--- config.mk ---
export PLATFORM = sky130hd
export DESIGN_NAME = bitplane_pixel_unpacker
export DESIGN_NICKNAME = d
export VERILOG_FILES = /design/src/rtl/bpu_pkg.sv /design/src/rtl/bpu_group_select.sv /design/src/rtl/bpu_colour_map.sv /design/src/rtl/bpu_out_stage.sv /design/src/rtl/bitplane_pixel_unpacker.sv
export SDC_FILE = /design/constraint.sdc
export NUM_CORES = 1
export LEC_CHECK = 0
export CAP_MARGIN = 40
export CORE_ASPECT_RATIO = 0.8
export CORE_MARGIN = 4
export CORE_UTILIZATION = 32
export DETAILED_ROUTE_END_ITERATION = 8
export GPL_TIMING_DRIVEN = 0
export PLACE_DENSITY = 0.84
export SETUP_SLACK_MARGIN = 0.3
export SLEW_MARGIN = 20
export SYNTH_ARGS = -nofsm -noshare
export SYNTH_HDL_FRONTEND = slang
export SYNTH_SLANG_ARGS = --single-unit
--- constraint.sdc ---
create_clock -name clk -period 0.8 [get_ports clk]
set_clock_uncertainty 0.05 [all_clocks]
set_input_delay 0.12 -clock clk [delete_from_list [all_inputs] [get_ports clk]]
set_output_delay 0.12 -clock clk [all_outputs]
set_load 0.01 [all_outputs]
--- src/rtl/bpu_pkg.sv ---
package bpu_pkg;
  localparam int BYTE_W  = 8;
  localparam int SUB_W   = $clog2(BYTE_W);
  localparam int DEPTHS  = SUB_W + 1;
  localparam int DEPTH_W = $clog2(DEPTHS);
  localparam int WIN_BIT  = 7;
  localparam int WIDE_BIT = 6;

  typedef enum logic [DEPTH_W-1:0] {
    DEPTH_1 = 2'd0,
    DEPTH_2 = 2'd1,
    DEPTH_4 = 2'd2,
    DEPTH_8 = 2'd3
  } depth_e;

  // Mask of the low (1 << d) bits of a byte.
  function automatic logic [BYTE_W-1:0] group_mask(input int d);
    int w;
    w = 1 << d;
    return ~({BYTE_W{1'b1}} << w);
  endfunction

  // Right shift that moves the addressed group to bit 0; group 0 is at the MSB end.
  function automatic int group_shift(input int d, input logic [SUB_W-1:0] sub);
    int w;
    int slot;
    w    = 1 << d;
    slot = int'(sub) >> d;
    return BYTE_W - w - slot * w;
  endfunction

  // Merge a pixel group under the high bits of the base colour.
  function automatic logic [BYTE_W-1:0] merge_base(input logic [BYTE_W-1:0] base,
                                                   input logic [BYTE_W-1:0] grp,
                                                   input int d);
    return (base & ~group_mask(d)) | (grp & group_mask(d));
  endfunction
endpackage

--- src/rtl/bpu_group_select.sv ---
module bpu_group_select
  import bpu_pkg::*;
(
  input  logic [BYTE_W-1:0]  data,
  input  logic [SUB_W-1:0]   sub,
  input  logic [DEPTH_W-1:0] depth,
  output logic [BYTE_W-1:0]  grp
);
  logic [BYTE_W-1:0] cand [DEPTHS];

  // One extractor per colour depth; the mode picks one afterwards.
  for (genvar g = 0; g < DEPTHS; g++) begin : g_depth
    assign cand[g] = (data >> group_shift(g, sub)) & group_mask(g);
  end

  assign grp = cand[depth];
endmodule

--- src/rtl/bpu_colour_map.sv ---
module bpu_colour_map
  import bpu_pkg::*;
(
  input  logic [BYTE_W-1:0]  grp,
  input  logic [DEPTH_W-1:0] depth,
  input  logic [BYTE_W-1:0]  bg,
  input  logic [BYTE_W-1:0]  fg,
  output logic [BYTE_W-1:0]  mapped
);
  always_comb begin
    if (depth == DEPTH_1) begin
      mapped = grp[0] ? fg : bg;
    end else begin
      mapped = merge_base(bg, grp, int'(depth));
    end
  end
endmodule

--- src/rtl/bpu_out_stage.sv ---
module bpu_out_stage #(
  parameter int W = 8
) (
  input  logic         clk,
  input  logic         rst_n,
  input  logic         en,
  input  logic [W-1:0] in_index,
  input  logic         in_valid,
  output logic [W-1:0] out_index,
  output logic         out_valid
);
  always_ff @(posedge clk or negedge rst_n) begin
    if (!rst_n) begin
      out_index <= '0;
      out_valid <= 1'b0;
    end else if (en) begin
      out_index <= in_index;
      out_valid <= in_valid;
    end
  end
endmodule

--- src/rtl/bitplane_pixel_unpacker.sv ---
module bitplane_pixel_unpacker
  import bpu_pkg::*;
(
  input  logic              clk,
  input  logic              rst_n,
  input  logic              pix_en,
  input  logic [BYTE_W-1:0] ram_byte,
  input  logic [BYTE_W-1:0] pix_cmd,
  input  logic [BYTE_W-1:0] depth_mode,
  input  logic [BYTE_W-1:0] bg_colour,
  input  logic [BYTE_W-1:0] fg_colour,
  output logic [BYTE_W-1:0] pix_index,
  output logic              pix_valid
);
  // Named internal events, visible to the bound checker.
  logic [DEPTH_W-1:0] depth_sel;
  logic [SUB_W-1:0]   sub_pos;
  logic               in_window;
  logic [BYTE_W-1:0]  grp_bits;
  logic [BYTE_W-1:0]  mapped_index;
  logic [BYTE_W-1:0]  next_index;
  logic               next_valid;

  assign depth_sel = depth_mode[DEPTH_W-1:0];
  assign sub_pos   = pix_cmd[SUB_W-1:0];
  assign in_window = pix_cmd[WIN_BIT];

  // The two-byte pixel request and the spare bits are accepted and dropped.
  logic unused_bits;
  assign unused_bits = ^{pix_cmd[WIDE_BIT], pix_cmd[WIDE_BIT-1:SUB_W],
                         depth_mode[BYTE_W-1:DEPTH_W]};

  bpu_group_select u_sel (
    .data  (ram_byte),
    .sub   (sub_pos),
    .depth (depth_sel),
    .grp   (grp_bits)
  );

  bpu_colour_map u_map (
    .grp    (grp_bits),
    .depth  (depth_sel),
    .bg     (bg_colour),
    .fg     (fg_colour),
    .mapped (mapped_index)
  );

  assign next_valid = in_window;
  assign next_index = in_window ? mapped_index : '0;

  bpu_out_stage #(.W(BYTE_W)) u_out (
    .clk       (clk),
    .rst_n     (rst_n),
    .en        (pix_en),
    .in_index  (next_index),
    .in_valid  (next_valid),
    .out_index (pix_index),
    .out_valid (pix_valid)
  );
endmodule

**After elaboration in Yosys (flattened, before gate mapping)**

Cells that the tools add are included.

- Add/sub/neg operators: 3
- Multipliers: 0
- Div/mod/pow operators: 0
- Magnitude comparators: 1
- Equality and inequality tests: 0
- Shifts and indexed selects: 5
- Muxes and demuxes: 6
- Bitwise gates (word level): 6
- Reductions and logical operators: 1

Operators by type and width:

| kind | number |
|---|---|
| $mux W8 | 5 |
| $shl A1 B2 Y32 const A | 1 |
| $shl A8 B32 Y8 const A | 1 |
| $shr A8 B32 Y1 | 1 |
| $shr A8 B32 Y2 | 1 |
| $shr A8 B32 Y4 | 1 |
| $and A8 B8 Y8 | 2 |
| $bmux W8 S2 | 1 |
| $not A8 Y8 | 2 |
| $sub A3 B3 Y4 const A | 3 |
| $or A8 B8 Y8 | 1 |
| $ge A3 B3 Y1 const B | 1 |
| $not A2 Y3 | 1 |
| $logic_not A2 Y1 | 1 |

- Bits in registers: 9
- Bits in latches: 0
- Bits in writable memories: 0
- Memory bits (read-only): 0
- Input port bits: 43
- Memories: 0

**Longest topological paths before layout**

Gate-level depths: netlist (run 1).

- Depth in word-level cells: 9
- Depth in mapped cells: 6

**By module**

Synthesis (run 1) repeated with hierarchy kept, for this count alone.

- Cells, all modules: 99
- Area total of the unflattened synthesis: 972.2 µm²

Modules (own cells, without submodules):

| module | instances | cells each | area an instance (µm²) |
|---|---|---|---|
| bpu_out_stage | 1 | 19 | 371.6 |
| bpu_colour_map | 1 | 37 | 310.3 |
| bpu_group_select | 1 | 35 | 240.2 |
| bitplane_pixel_unpacker | 1 | 8 | 50.0 |

**Worst setup path before layout (run 1)**

OpenSTA, ideal clock, no wires.

- Path kind: input port to flip-flop
- Start: input pix_cmd[2]
- End: register u_out.out_index[1]
- Library setup time: 0.126 ns
- Arrival time: 1.554 ns
- Path slack: -0.930 ns
- Cell stages on the path: 6
- Cell sequence: buf_6 > mux2i_1 > mux4_2 > buf_6 > mux2_4 > a221o_1

- Longest elaborated chain between the ends: 9
- Elaborated cells on any way between the ends: 14
- Those cells by class: add/sub: 3; shift: 3; mux: 6; bitwise: 2

RTL lines:

| item | line | text |
|---|---|---|
| from (decl) | bitplane_pixel_unpacker.sv:8 | `input logic [BYTE_W-1:0] pix_cmd,` |
| $sub A3 B3 Y4 | bpu_pkg.sv:29 | `return BYTE_W - w - slot * w;` |
| $shr A8 B32 Y4 or $shr A8 B32 Y2 (tied branches) | bpu_group_select.sv:13 | `assign cand[g] = (data >> group_shift(g, sub)) & group_mask(g);` |
| $bmux W8 S2 (*) | bpu_group_select.sv:16 | `assign grp = cand[depth];` |
| $mux W8 (implied by the code) (*) (2 in series) | bpu_group_select.sv:16 |  |
| $and A8 B8 Y8 | bpu_pkg.sv:36 | `return (base & ~group_mask(d)) \| (grp & group_mask(d));` |
| $or A8 B8 Y8 | bpu_pkg.sv:36 |  |
| $mux W8 (*) | bpu_colour_map.sv:11 | `if (depth == DEPTH_1) begin` |
| $mux W8 (*) | bitplane_pixel_unpacker.sv:49 | `assign next_index = in_window ? mapped_index : '0;` |
| to (signal assigned) | bpu_out_stage.sv:17 | `out_index <= in_index;` |
| to (decl) | bpu_out_stage.sv:9 | `output logic [W-1:0] out_index,` |

Mark *: on every way between the ends. The rest lies on a longest branch, timed or not. The select of a mux whose other input is x is not followed.
A chain may end at the register's enable or synchronous reset.

**Worst setup path in the final report (run 1)**

- Start: input ram_byte[0]
- End: register u_out.out_index[1]

- Longest elaborated chain between the ends: 8
- Elaborated cells on any way between the ends: 11
- Those cells by class: shift: 3; mux: 6; bitwise: 2

RTL lines:

| item | line | text |
|---|---|---|
| from (decl) | bitplane_pixel_unpacker.sv:7 | `input logic [BYTE_W-1:0] ram_byte,` |
| $shr A8 B32 Y4 or $shr A8 B32 Y2 (tied branches) | bpu_group_select.sv:13 |  |
| $bmux W8 S2 (*) | bpu_group_select.sv:16 |  |
| $mux W8 (implied by the code) (*) (2 in series) | bpu_group_select.sv:16 |  |
| $and A8 B8 Y8 | bpu_pkg.sv:36 |  |
| $or A8 B8 Y8 | bpu_pkg.sv:36 |  |
| $mux W8 (*) | bpu_colour_map.sv:11 |  |
| $mux W8 (*) | bitplane_pixel_unpacker.sv:49 |  |

Marks and branches as above.

==> reports/metrics.cfg, run 1 <==
[synthesis]
yosysWarnings = 0
synthesis.area_sq_um = 817
synth_edf_count = 0
syn_area_per_cell_sq_um = 9.39
synth_nets = 130
synthArstFlopShare = 1.00
ys_seq_elements = 9
synth.area.top_cells = dfrtp_1 (28%), mux2i_1 (20%), a2bb2oi_1 (4.3%)
synth.most_common_cell = mux2i_1
ys.flop_type = dfrtp_1
synth_top_area_cell = dfrtp_1
synth_cells = 87
synth_cell_type_count = 31
netlist_top_cells_count = mux2i_1 (16), dfrtp_1 (9), nand2_1 (6), o21ai_0 (6), nor2_1 (5)
yosysTopAreaCellShare = 0.276
ys_seq_area_frac = 0.276

[die]
fp.dieW_um = 64.5
die_y_um = 53.2
start_util = 0.335
rows = 16
ios = 52
core_sq_um = 2440
die_area_sq_um = 3430

[clock_tree]
tritoncts = built
cts-root-buf = clkbuf_4
clkSinkCount = 9
clock_path_buffers = 2
htree_levels = 1
clock_latency_ns = 0.27
numCtsBuffers = 3
clkSlewWorstSetupHoldPaths_ns = 0.07

[place]
dpl_cell_area_sq_um = 1280
place_congestion = 0.837
portBuffers = 40
dpl.hpwl_mm = 2.01
pre_cts_slack_ns = -1.39

[detailed_routing]
dr.pass1.iters = 4
drt.antenna.violating_nets = 0
wl_met2_mm = 1.31
met3_length_um = 250
routed.top_layer = met4
m1WireLength_mm = 1.17
wirelength_mm = 2.76
drtIter0Drc = 17
num_vias = 940
wire_per_inst_um = 15.5
vias_per_cell = 5.28
drc = 0

[cells_and_area]
drive_gt1_frac = 0.345
fillers = 235
fin_area_sq_um = 1360
nets = 186
antennaDiodeCount = 0
ff_latch_area_sq_um = 225
area_growth_pct = 66.2
multi_input_area_sq_um = 564
final_core_util = 0.556

[setup_path]
crit_type = in -> reg
worst_setup_path_start_kind = input port
worstSetupEndpointType = flop
r2r_start = u_out.out_index[0]
crit_path_top_delay_cell = mux4_2
crit_chain = clkdlybuf4s15_2 -> mux2i_1 -> mux4_2 -> buf_8 -> mux2_4 -> a221o_1
rr_worst_depth = 2
cpPeakStageDelay_ns = 0.48
crit_arrival_ns = 1.59
crit_path_start = ram_byte[0]
path_max_fanout = 4
worstPathRequired_ns = 0.90
rr_endpoint = u_out.out_index[0]
rrSetupSlack_ns = -0.16

[timing]
period_share = 1.86
min_period_ns = 1.49
drv_slew = 0
worstMarginPinSlew_ns = 0.446
setup_ws_ns = -0.688
hold-worst-slack_ns = -0.155
relSlewSlack = 0.702
setup_viol = 18
rsz0062_at_grt = yes
hold_viol_final = 9
fmax_mhz = 672
finalSetupTns_ns = -6.03

[global_routing]
grt_max_degree = 11
antenna_found_initial = 0
grt_pass1_vias = 972
grt_pass1_wl_mm = 4.53
globalRouteTotalUtil = 0.170
grt.overflow.total = 0

[power_and_ir_drop]
p_per_area_nw_per_um2 = 1240
p_leak_uw = 0.000633
ir_drop_mv = 0.638

[worst_hold_path]
hold_path_class = in -> async

[run]
drv_cap = 0

[outcome]
status = finished with violations
violations = negative hold slack, negative setup slack

-- power breakdown --
group          internal [uW]  switching [uW]  total, uW  leakage, uW
registers                515            32.5        548     0.000113
logic                    443             322        765     0.000505
clock network            193             181        374    0.0000150
-- flip-flops by register name, summed over array words and instances (netlist names) --
| name | count |
|---|---|
| u_out.out_index | 8 |
| u_out.out_valid | 1 |
-- worst max path at each step --
| stage | endpoint | depth (start not counted) | slack [ns] |
|---|---|---|---|
| 2_1_floorplan | u_out.out_index[1] | 6 | -0.90 |
| 3_3_place_gp | u_out.out_index[1] | 6 | -1.37 |
| 3_5_place_dp | u_out.out_index[1] | 6 | -1.39 |
| 4_1_cts | u_out.out_index[1] | 6 | -0.70 |
| 5_1_grt | u_out.out_index[1] | 6 | -0.69 |
| 6_report | u_out.out_index[1] | 6 | -0.69 |
-- placed cells by master, fill, tap and decap left out, types with 3 or more instances in the layout --
master           synthesis  final
clkbuf_4                 0      4
clkdlybuf4s15_2          0      3
dfrtp_1                  9      9
inv_1                    3      3
clkdlybuf4s50_1          0     16
o21ai_1                  0      5
nor2_1                   5      5
a32oi_1                  4      4
nand2_1                  6      6
mux2i_1                 16     14
buf_6                    2      4
a2bb2oi_1                4      4
buf_2                    0     14
buf_4                    0     10
dlygate4sd2_1            0      4
-- critical path, delay by kind of cell --
family | cells | cell delay, ns
AO/OA/AOI/OAI | 1 | 0.29
buffers and inverters | 2 | 0.34
multiplexers | 3 | 0.84
-- cells by family after synthesis --
kind of cell / Yosys count / share of synthesized area
AOI/OAI and AO/OA: 27 / 0.251
DFF: 9 / 0.276
muxes: 19 / 0.274
buffers and inverters: 9 / 0.0597
and+or+nand+nor: 23 / 0.139
-- area by class of cell --
| cell class | instances | share of cell area |
|---|---|---|
| timing repair buffer | 51 | 0.304 |
| clock buffer | 4 | 0.0194 |
| sequential | 9 | 0.166 |
| buffer | 6 | 0.0535 |
| multi-input combinational | 69 | 0.416 |
| inverter | 3 | 0.00829 |
| tap | 36 | 0.0332 |
-- per-stage QoR --
stage	instances	power, uW
6_report	178	1690
5_1_grt	178	1790
4_1_cts	175	1640
3_5_place_dp	163	1270
3_3_place_gp	163	1250
2_1_floorplan	87	897
-- layer usage --
metal  vias up  track usage
met3         6       0.0679
met5         -            0
met2        49        0.288
li1        447            -
met4         0       0.0456
met1       438        0.202
-- timing repair --
item	CTS	global route
setup buffers	8	3
cloned	0	0
pin swaps	2	4
resized for setup	86	9
setup endpoints to repair	27	18
endpoints found under the hold margin	9	9
Note: power is estimated with default switching activity, not from simulation.
==> inputs of run 2 (changes only) <==
CAP_MARGIN = not set   (was 40)
==> results of run 2 <==
The final DEF is identical to that of run 1; final timing and power are the same.
==> inputs of run 3 (changes only) <==
CELL_PAD_IN_SITES_DETAIL_PLACEMENT = 1   (was not set)
CELL_PAD_IN_SITES_GLOBAL_PLACEMENT = 1   (was not set)
CORE_UTILIZATION = 23   (was 32)
PLACE_DENSITY = 0.85   (was 0.84)
==> reports/metrics.cfg, run 3 (same netlist as run 1, synthesis figures left out) <==
[outcome]
status = finished with violations  ; unchanged
violations = negative hold slack, negative setup slack  ; unchanged

[die]
ios = 52  ; unchanged
die_y_um = 61.3  ; was 53.2 um
die_area_sq_um = 4580  ; was 3430 sq um
start_util = 0.239  ; was 0.335
core_sq_um = 3420  ; was 2440 sq um
fp.dieW_um = 74.6  ; was 64.5 um
rows = 19  ; was 16

[setup_path]
worstPathRequired_ns = 0.87  ; was 0.90 ns
path_buf_inv = 2  ; unchanged
cp_top_family = multiplexers  ; unchanged
crit_type = in -> reg  ; unchanged
cpPeakStageDelay_ns = 0.50  ; was 0.48 ns
crit_path_top_delay_cell = mux4_2  ; unchanged
worst_setup_path_start_kind = input port  ; unchanged
path_max_fanout = 5  ; was 4
worstSetupEndpointType = flop  ; unchanged
crit_arrival_ns = 1.57  ; was 1.59 ns
crit_chain = buf_12 -> mux2i_1 -> mux4_2 -> buf_8 -> mux2_4 -> a221o_1  ; was clkdlybuf4s15_2 -> mux2i_1 -> mux4_2 -> buf_8 -> mux2_4 -> a221o_1

[cells_and_area]
fin_cells = 179  ; was 178
largest_reg_flops = 8  ; unchanged
ff_latch_area_sq_um = 225  ; unchanged
multi_input_area_sq_um = 574  ; was 564 sq um
antennaDiodeCount = 0  ; unchanged
drive_gt1_frac = 0.314  ; was 0.345
nets = 181  ; was 186
area_growth_pct = 67.4  ; was 66.2%
largest-register = u_out.out_index  ; unchanged
final_cell_mix = mux2i_1 (16), clkdlybuf4s50_1 (16), buf_2 (15), dfrtp_1 (9), nand2_1 (6)  ; was clkdlybuf4s50_1 (16), mux2i_1 (14), buf_2 (14), buf_4 (10), dfrtp_1 (9)
final_core_util = 0.399  ; was 0.556
largest_registers = u_out.out_index: 8 flops, u_out.out_valid: 1 flops  ; unchanged
fillers = 414  ; was 235

[timing]
fmax_mhz = 666  ; was 672 MHz
period_share = 1.88  ; was 1.86
drv_slew = 0  ; unchanged
hold_viol_final = 9  ; unchanged
relSlewSlack = 0.684  ; was 0.702
worstMarginPinSlew_ns = 0.475  ; was 0.446 ns
setup_ws_ns = -0.702  ; was -0.688 ns
rsz0062_at_grt = yes  ; unchanged
min_period_ns = 1.50  ; was 1.49 ns
setup_viol = 17  ; was 18
hold-worst-slack_ns = -0.110  ; was -0.155 ns

[power_and_ir_drop]
p_int_uw = 1280  ; was 1150 uW
p_comb_frac = 0.404  ; was 0.453
p_sw_uw = 559  ; was 535 uW
p_per_area_nw_per_um2 = 1350  ; was 1240 nW/um^2
power_frac_clock = 0.297  ; was 0.222
p_leak_uw = 0.000623  ; was 0.000633 uW
ir_drop_mv = 0.944  ; was 0.638 mV
seqPwrFrac = 0.299  ; was 0.325
swShare = 0.304  ; was 0.317

[place]
place_congestion = 0.794  ; was 0.837
pre_cts_slack_ns = -1.39  ; about the same
place_inst = 169  ; was 163
portBuffers = 40  ; unchanged
dpl.hpwl_mm = 2.37  ; was 2.01 mm

[clock_tree]
cts-root-buf = clkbuf_8  ; was clkbuf_4
numCtsBuffers = 3  ; unchanged
tritoncts = built  ; unchanged
clkSlewWorstSetupHoldPaths_ns = 0.05  ; was 0.07 ns
clock_path_buffers = 2  ; unchanged
htree_levels = 1  ; unchanged
clkSinkCount = 9  ; unchanged
clock_latency_ns = 0.24  ; was 0.27 ns

[detailed_routing]
wire_per_inst_um = 17.3  ; was 15.5 um
vias_per_cell = 5.11  ; was 5.28
dr.pass1.iters = 4  ; unchanged
wirelength_mm = 3.10  ; was 2.76 mm
drc = 0  ; unchanged
num_vias = 915  ; was 940
drtIter0Drc = 31  ; was 17
drt.antenna.violating_nets = 0  ; unchanged

[global_routing]
antenna_found_initial = 0  ; unchanged
grt_pass1_vias = 1057  ; was 972
grt_max_degree = 11  ; unchanged
grt.overflow.total = 0  ; unchanged
grt_pass1_wl_mm = 4.93  ; was 4.53 mm
globalRouteTotalUtil = 0.142  ; was 0.170

[run]
drv_cap = 0  ; unchanged

[worst_hold_path]
hold_path_class = in -> async  ; unchanged

==> run 3: cell types whose count changed in the layout (fill, tap and decap cells not counted), sizes merged <==
cell           delta
buf               -6
clkdlybuf4s15     +2
dlygate4sd2       -1
==> run 3: metrics by stage <==
step / TNS, ns / area (sq um) / power, uW
global placement: -11.63 / 1290 / 1260
floorplan: -4.92 / 838 / 897
finish: -6.01 / 1370 / 1840
detailed placement: -12.62 / 1290 / 1280
CTS: -6.06 / 1360 / 1850
global route: -6.75 / 1370 / 1950
==> run 3: power by group through the flow <==
| stage | logic [uW] | clock network, uW | registers, uW |
|---|---|---|---|
| after floorplan | 313 | 0 | 584 |
| after global placement | 702 | 0 | 556 |
| after detailed placement | 724 | 0 | 559 |
| after CTS | 735 | 563 | 550 |
| after global routing | 801 | 585 | 561 |
| final | 743 | 546 | 551 |
==> run 3: final cells by class <==
| cell class | count | share of cell area |
|---|---|---|
| multi-input cells | 69 | 0.420 |
| repair buffers | 46 | 0.285 |
| flip-flops and latches | 9 | 0.165 |
| plain buffers | 6 | 0.0503 |
| well taps | 42 | 0.0384 |
| clock buffers | 4 | 0.0329 |
| inverters | 3 | 0.00823 |
==> run 3: path summary, 6_finish.rpt <==
path / startpoint / to / slack, ns / cells past startpoint
min: rst_n / u_out.out_index[1] / -0.11 / 1
max in group asynchronous: rst_n / u_out.out_index[5] / 0.48 / 1
min in group clk: pix_en / u_out.out_index[3] / 0.14 / 2
min reg2reg: u_out.out_index[0] / u_out.out_index[0] / 0.44 / 1
max reg2reg: u_out.out_index[2] / u_out.out_index[2] / -0.13 / 3
max: pix_cmd[2] / u_out.out_index[1] / -0.70 / 6
==> run 3: routing by layer <==
layer	wire [um]	track usage	part of all wire
met5	0	0	0
met4	0	0.00254	0
met3	173	0.0375	0.056
met2	1580	0.275	0.51
met1	1340	0.168	0.43
==> run 3: what timing repair did <==
action / 4_1_cts / 5_1_grt
buffers inserted: 5 / 0
endpoints found under the setup margin: 27 / 18
resized for setup: 95 / 3
hold endpoints to repair: 9 / 9
pin swaps: 6 / 4
cloned: 1 / 0
